$ cat src/rtl/trig_cmb_pkg.sv
package trig_cmb_pkg;

  localparam int unsigned COND_NUM = 5;
  localparam int unsigned MODE_W   = 4;

  typedef enum logic [2:0] {
    C_LOW  = 3'd0,
    C_HIGH = 3'd1,
    C_ANY  = 3'd2,
    C_RISE = 3'd3,
    C_FALL = 3'd4
  } cond_e;

  typedef enum logic [MODE_W-1:0] {
    M_ALWAYS = 4'd0,
    M_DIG    = 4'd1,
    M_ANA    = 4'd2,
    M_RSVD   = 4'd3,
    M_OR     = 4'd4,
    M_AND    = 4'd5,
    M_XOR    = 4'd6,
    M_NOR    = 4'd7,
    M_NAND   = 4'd8,
    M_XNOR   = 4'd9
  } mode_e;

  // OR of the enabled detectors for one pin, from current and previous level
  function automatic logic cond_eval(input logic [COND_NUM-1:0] en,
                                     input logic lvl, input logic prv);
    logic [COND_NUM-1:0] ev;
    ev         = '0;
    ev[C_LOW]  = ~lvl;
    ev[C_HIGH] = lvl;
    ev[C_ANY]  = lvl ^ prv;
    ev[C_RISE] = lvl & ~prv;
    ev[C_FALL] = ~lvl & prv;
    return |(ev & en);
  endfunction

  // Boolean mix of digital and analog trigger for a path
  function automatic logic mix_eval(input logic [MODE_W-1:0] mode,
                                    input logic d, input logic a);
    logic r;
    case (mode_e'(mode))
      M_ALWAYS: r = 1'b1;
      M_DIG:    r = d;
      M_ANA:    r = a;
      M_OR:     r = d | a;
      M_AND:    r = d & a;
      M_XOR:    r = d ^ a;
      M_NOR:    r = ~(d | a);
      M_NAND:   r = ~(d & a);
      M_XNOR:   r = ~(d ^ a);
      default:  r = 1'b0;
    endcase
    return r;
  endfunction

endpackage

$ cat src/rtl/trig_pin_sync.sv
module trig_pin_sync #(
  parameter int unsigned STAGES = 2
) (
  input  logic clk,
  input  logic rst_n,
  input  logic d,
  output logic lvl,
  output logic prv
);
  // sh[STAGES-1] is the synchronized level, sh[STAGES] its previous value
  logic [STAGES:0] sh;

  always_ff @(posedge clk or negedge rst_n) begin
    if (!rst_n) sh <= '0;
    else        sh <= {sh[STAGES-1:0], d};
  end

  assign lvl = sh[STAGES-1];
  assign prv = sh[STAGES];
endmodule

$ cat src/rtl/trig_pin_detect.sv
module trig_pin_detect
  import trig_cmb_pkg::*;
#(
  parameter int unsigned NUM_PINS = 2,
  parameter int unsigned PIN_IDX  = 0,
  localparam int unsigned EN_W    = NUM_PINS * COND_NUM
) (
  input  logic [EN_W-1:0] cond_en,
  input  logic            lvl,
  input  logic            prv,
  output logic            hit
);
  logic [COND_NUM-1:0] pin_en;

  // gather this pin's interleaved enable bits
  for (genvar c = 0; c < COND_NUM; c++) begin : g_sel
    assign pin_en[c] = cond_en[c*NUM_PINS + PIN_IDX];
  end

  assign hit = cond_eval(pin_en, lvl, prv);
endmodule

$ cat src/rtl/trig_path_mixer.sv
module trig_path_mixer
  import trig_cmb_pkg::*;
(
  input  logic              clk,
  input  logic              rst_n,
  input  logic [MODE_W-1:0] mode,
  input  logic              dig,
  input  logic              ana,
  output logic              trig
);
  logic mix_now;
  assign mix_now = mix_eval(mode, dig, ana);

  always_ff @(posedge clk or negedge rst_n) begin
    if (!rst_n) trig <= 1'b0;
    else        trig <= mix_now;
  end
endmodule

$ cat src/rtl/trig_combiner_top.sv
module trig_combiner_top
  import trig_cmb_pkg::*;
#(
  parameter int unsigned NUM_PINS    = 2,
  parameter int unsigned SYNC_STAGES = 2,
  parameter int unsigned DIG_PIN     = 0,
  localparam int unsigned EN_W       = NUM_PINS * COND_NUM
) (
  input  logic                clk,
  input  logic                rst_n,
  input  logic [NUM_PINS-1:0] pin_in,
  input  logic [EN_W-1:0]     cond_en,
  input  logic                ana_a,
  input  logic                ana_b,
  input  logic [MODE_W-1:0]   mode_a,
  input  logic [MODE_W-1:0]   mode_b,
  output logic                trig_a,
  output logic                trig_b,
  output logic [NUM_PINS-1:0] pin_hit
);
  localparam int unsigned NUM_PATHS = 2;

  logic [NUM_PINS-1:0] sync_lvl;
  logic [NUM_PINS-1:0] sync_prv;
  logic [NUM_PINS-1:0] hit_now;   // combinational per-pin result

  for (genvar p = 0; p < NUM_PINS; p++) begin : g_pin
    trig_pin_sync #(.STAGES(SYNC_STAGES)) u_sync (
      .clk   (clk),
      .rst_n (rst_n),
      .d     (pin_in[p]),
      .lvl   (sync_lvl[p]),
      .prv   (sync_prv[p])
    );
    trig_pin_detect #(.NUM_PINS(NUM_PINS), .PIN_IDX(p)) u_det (
      .cond_en (cond_en),
      .lvl     (sync_lvl[p]),
      .prv     (sync_prv[p]),
      .hit     (hit_now[p])
    );
  end

  always_ff @(posedge clk or negedge rst_n) begin
    if (!rst_n) pin_hit <= '0;
    else        pin_hit <= hit_now;
  end

  logic [NUM_PATHS-1:0]             path_ana;
  logic [NUM_PATHS-1:0][MODE_W-1:0] path_mode;
  logic [NUM_PATHS-1:0]             path_trig;

  assign path_ana  = {ana_b, ana_a};
  assign path_mode = {mode_b, mode_a};

  for (genvar k = 0; k < NUM_PATHS; k++) begin : g_path
    trig_path_mixer u_mix (
      .clk   (clk),
      .rst_n (rst_n),
      .mode  (path_mode[k]),
      .dig   (hit_now[DIG_PIN]),
      .ana   (path_ana[k]),
      .trig  (path_trig[k])
    );
  end

  assign trig_a = path_trig[0];
  assign trig_b = path_trig[1];
endmodule

$ cat config.mk
export PLATFORM = sky130hd
export DESIGN_NAME = trig_combiner_top
export DESIGN_NICKNAME = d
export VERILOG_FILES = /design/src/rtl/trig_cmb_pkg.sv /design/src/rtl/trig_pin_sync.sv /design/src/rtl/trig_pin_detect.sv /design/src/rtl/trig_path_mixer.sv /design/src/rtl/trig_combiner_top.sv
export SDC_FILE = /design/constraint.sdc
export NUM_CORES = 1
export LEC_CHECK = 0
export ABC_AREA = 1
export CAP_MARGIN = 10
export CORE_MARGIN = 1.5
export CORE_UTILIZATION = 40
export DETAILED_ROUTE_END_ITERATION = 12
export PLACE_DENSITY = 0.77
export SYNTH_ARGS = -nofsm -noshare
export SYNTH_HDL_FRONTEND = slang
export SYNTH_SLANG_ARGS = --single-unit
$ cat constraint.sdc
create_clock -name clk -period 2.2 [get_ports clk]
set_input_delay 0.22 -clock clk [delete_from_list [all_inputs] [get_ports clk]]
set_output_delay 0.22 -clock clk [all_outputs]
set_load 0.01 [all_outputs]
# Word level (Yosys, flattened, before mapping)

Index checks and enable logic that the tools add are counted.
W data, S select, Z words.

Flip-flop bits (word level): 10
Bits of input ports: 24
Output and inout port bits: 4
Word-level logic and storage cells: 51

Equality and inequality tests: 16
Multiplexer cells: 2
Bitwise operators: 24
Reduce and logical (&&, ||, !) cells: 4

Operators with widths:

| kind                 | number |
|---|---|
| $eq A4 B3 Y1 const B | 8 |
| $pmux W1 S9          | 2 |
| $eq A4 B4 Y1 const B | 4 |
| $and A5 B5 Y5        | 2 |
| $not A1 Y1           | 10 |
| $reduce_or A5 Y1     | 2 |
| $eq A4 B1 Y1 const B | 2 |
| $eq A4 B2 Y1 const B | 2 |
| $logic_not A4 Y1     | 2 |
| $and A1 B1 Y1        | 6 |
| $xor A1 B1 Y1        | 4 |
| $or A1 B1 Y1         | 2 |

# Depth between registers and ports, before layout

Gate-level depths: netlist of the first run.

Depth after elaboration: 7
Depth in mapped cells: 15
Mapped depth without buffers: 15

# By module

A second synthesis of the first run with hierarchy kept.

Cells, all modules: 108
Area total of the unflattened synthesis: 730.7 µm²

By module, submodules not included:

| module            | instances | cells each | area an instance (µm²) | sequential area each (µm²) |
|---|---|---|---|---|
| trig_path_mixer   | 2         | 34         | 187.7                  | 25.0 |
| trig_pin_detect   | 2         | 16         | 77.6                   | 0.0 |
| trig_pin_sync     | 2         | 3          | 75.1                   | 75.1 |
| trig_combiner_top | 1         | 2          | 50.0                   | 50.0 |

# Worst setup path after synthesis of the first run

No wires, ideal clock.

Path type: flip-flop to flip-flop
From: register g_pin[0].u_sync.sh[1]
To: register g_path[1].u_mix.trig
Library setup time: 0.121 ns
Data arrival time: 1.617 ns
Required time: 2.079 ns
Path slack: 0.462 ns
Stages on the path, launching flop included: 13
Buffers on the path: 0
Clock period less this slack: 1.738 ns
Cell sequence: dfrtp_1 > ha_1 > nor2_1 > nor2_1 > nand2_1 > inv_1 > ha_1 > nand3_1 > nand3_1 > nand2_1 > nand3_1 > nand2_1 > nand2_1

Longest elaborated chain between the ends: 7
Elaborated cells between the ends (all ways): 13
Those cells by class: mux: 1; bitwise: 11; reduce/logical: 1

RTL lines:

| what                                  | RTL line                                                   | RTL |
|---|---|---|
| start: declaration                    | trig_pin_sync.sv:11                                        | `logic [STAGES:0] sh;` |
| start signal: assignment              | trig_pin_sync.sv:15                                        | `else sh <= {sh[STAGES-1:0], d};` |
| $not A1 Y1                            | trig_cmb_pkg.sv:32, trig_cmb_pkg.sv:36                     |  |
| $and A1 B1 Y1                         | trig_cmb_pkg.sv:36                                         | `ev[C_FALL] = ~lvl & prv;` |
| $and A5 B5 Y5 *                       | trig_cmb_pkg.sv:37                                         | `return \|(ev & en);` |
| $reduce_or A5 Y1 *                    | trig_cmb_pkg.sv:37                                         |  |
| net g_path[0].u_mix.dig               | trig_path_mixer.sv:7                                       | `input logic dig,` |
| $xor A1 B1 Y1 (tied with other cells) | trig_cmb_pkg.sv:50, trig_cmb_pkg.sv:53                     |  |
| $not A1 Y1, on equally long branches  | trig_cmb_pkg.sv:53, trig_cmb_pkg.sv:51, trig_cmb_pkg.sv:52 |  |
| $pmux W1 S9 *                         | trig_cmb_pkg.sv:44                                         | `case (mode_e'(mode))` |
| net g_path[1].u_mix.mix_now           | trig_path_mixer.sv:11                                      | `logic mix_now;` |
| end signal: assignment                | trig_path_mixer.sv:16                                      | `else trig <= mix_now;` |
| end: declaration                      | trig_path_mixer.sv:9                                       | `output logic trig` |

Mark *: on every way through the listed nets, which the timed path passes. The rest lies on a longest branch.

# Final worst setup path of the first run

Ends and elaborated chain as after synthesis.

==> reports/qor.txt, run 1 <==
Die H: 42.7 um
FMAX: 0.524 GHz
Post-Syn Nets: 116
Boundary Pins: 28
Final Setup Violations: 0
Crit-path leading delay family: simple AND/OR/NAND/NOR gates
Total Routing Usage GR: 0.149
First-pass GRT wire length: 2.09 mm
Post-Syn Area: 631 um^2
# rows: 14
Post-CTS Resized: 0
Most common cell on crit path: nand2_1
Syn-to-layout area delta: 51.8%
HP Class: primary input to async pin
Layout cells sized above 1: 0.0522
Initial antenna violation count: 0
CORE AREA: 1490 um^2
Grt total ovfl: 0
Tightest Pin Transition: 437 ps
H-tree depth: 1
Fill count: 134
Via count: 611
Worst Path Required: 2350 ps
Status: complete, no violations
CTS sink cnt: 10
Routed WL: 1.19 mm
Leakage: 0.508 nW
Cts bufs inserted: 3
Vias per cell: 4.66
Clk_skew: 1.77 ps
Post-CTS Setup Bufs: 0
Max FO, Critical Path: 6
Starting Density: 0.424
CP Buf/Inv Count: 1
Crit start category: register
Vias in the first global route: 539
Buffers on Ports: 27
Seq/Total Area, Yosys: 0.397
Longest Clk Path Bufs: 2
Crit. End Element: register
Worst VDD drop: 0.279 mV
First-pass DRT Iterations: 4
Path type of the worst setup path: register to register
Worst Setup SP: g_pin[0].u_sync.sh[1]$_DFF_PN0_
Post-Synthesis Cells: 84
DP HPWL: 998 um
Power Density: 515 nW/um^2
Fin. max-slew vios: 0
Reg2reg path depth: 12
Number of max-cap violations: 0
Clock transition at the registers of the reported paths: 70 ps
Antenna cells: 0
FF-to-FF setup slack: 290 ps
CP max stage cell: dfrtp_1
RR Endpoint: g_path[1].u_mix.trig$_DFF_PN0_
Crit path time final: 1910 ps
Worst Path Arrival: 2060 ps
Iteration-0 DRC count of the detailed router: 12
Crit share post-route: 0.868
Worst slew margin: 0.708
Hold buffer count at CTS: 0
Peak per-stage delay on the critical path: 420 ps
Reg-to-Reg Start: g_pin[0].u_sync.sh[1]$_DFF_PN0_
Yosys reg bits: 10
Yosys cell types: 13
Worst-Skew Late Latency: 260 ps
RD Place Congestion: 0.751
Die Area: 1820 um^2
Chip width: 42.7 um
CTS tree: done
Fin Setup TNS: 0 ps
Mean Syn Cell Area: 7.51 um^2
DR WL/cell: 9.06 um
CTS root buf: clkbuf_4
Routed Antenna Nets: 0
DRC errors left: 0
CP cell instances: ha_1 > nor2_1 > nor2_1 > nand2_1 > inv_1 > ha_1 > nand3_1 > nand3_1 > nand2_1 > nand3_1 > nand2_1 > nand2_1
Largest net degree at the start of global routing: 11
Nets: 148
Final hold viol count: 0
RSZ-0062 raised after global routing: no
Ys Warns: 0
Final Util: 0.643
-- logic make-up after synthesis --
family                   synth area share
AO/OA/AOI/OAI                      0.0734
adder cells (fa/ha/maj)             0.159
buffers and inverters               0.119
flip-flops                          0.397
AND/OR/NAND/NOR                     0.252
-- registers in the layout, summed over array words and instances, names as in the netlist --
register and count:
g_pin.u_sync.sh 6, g_path.u_mix.trig 2, pin_hit 2
-- cell usage in the layout, fill, tap and decap left out --
master	count
clkdlybuf4s50_1	27
nand2_1	26
inv_1	19
dfrtp_1	10
ha_1	8
nand3_1	6
nor2_1	5
clkbuf_4	3
nand4_1	2
o21ai_0	2
o211ai_1	2
o21ai_1	1
inv_2	1
o21ai_2	1
a22oi_1	1
clkbuf_8	1
-- how the worst max path moves through the flow --
stage                                           endpoint  cells after the start
after floorplan           g_path[1].u_mix.trig$_DFF_PN0_                     12
after global placement    g_path[1].u_mix.trig$_DFF_PN0_                     12
after detailed placement  g_path[1].u_mix.trig$_DFF_PN0_                     12
after CTS                 g_path[1].u_mix.trig$_DFF_PN0_                     12
after global routing      g_path[0].u_mix.trig$_DFF_PN0_                     12
final                     g_path[1].u_mix.trig$_DFF_PN0_                     12
-- through the flow --
stage | hold WS, ps | instance area [um^2] | instances | total power, mW | setup WS, ps
after detailed placement | 340 | 921 | 127 | 0.333 | 290
after global routing | 304 | 957 | 131 | 0.521 | 101
after floorplan | -75.6 | 631 | 84 | 0.258 | 462
after CTS | 281 | 957 | 131 | 0.498 | 273
after global placement | 332 | 921 | 127 | 0.331 | 328
final | 266 | 957 | 131 | 0.493 | 290
-- synth_stat cells --
cell type | n | area, um^2
a22oi_1 | 1 | 7.51
dfrtp_1 | 10 | 250
ha_1 | 8 | 100
inv_1 | 19 | 71.3
inv_2 | 1 | 3.75
nand2_1 | 26 | 97.6
nand3_1 | 6 | 30.0
nand4_1 | 2 | 12.5
nor2_1 | 5 | 18.8
o211ai_1 | 2 | 15.0
o21ai_0 | 2 | 10.0
o21ai_1 | 1 | 5.00
o21ai_2 | 1 | 8.76
-- area by class of cell --
type	count	area (um^2)	area share
Clock buffer	4	36.3	0.0379
Inverter	20	75.1	0.0784
Multi-Input combinational cell	54	305	0.319
Sequential cell	10	250	0.261
Tap cell	16	20.0	0.0209
Timing Repair Buffer	27	270	0.282
-- routing by layer --
| metal | part of all wire | wire, um | track usage | vias to the layer above |
|---|---|---|---|---|
| met1 | 0.46 | 543 | 0.190 | 268 |
| li1 | - | - | - | 321 |
| met2 | 0.47 | 563 | 0.239 | 22 |
| met5 | 0 | 0 | 0 | - |
| met4 | 0 | 0 | 0.0563 | 0 |
| met3 | 0.067 | 80 | 0.0383 | 0 |
-- power by group --
group / total (mW) / internal, mW / switching, mW
clock: 0.164 / 0.100 / 0.0640
sequential: 0.203 / 0.197 / 0.00578
combinational: 0.126 / 0.0725 / 0.0531
total: 0.493 / 0.370 / 0.123
Note: power is estimated with default switching activity, not from simulation.
==> run 2: changes to the inputs <==
GPL_TIMING_DRIVEN = 1   (was not set)
==> results of run 2 <==
No change in the layout: final DEF, timing and power equal those of run 1.
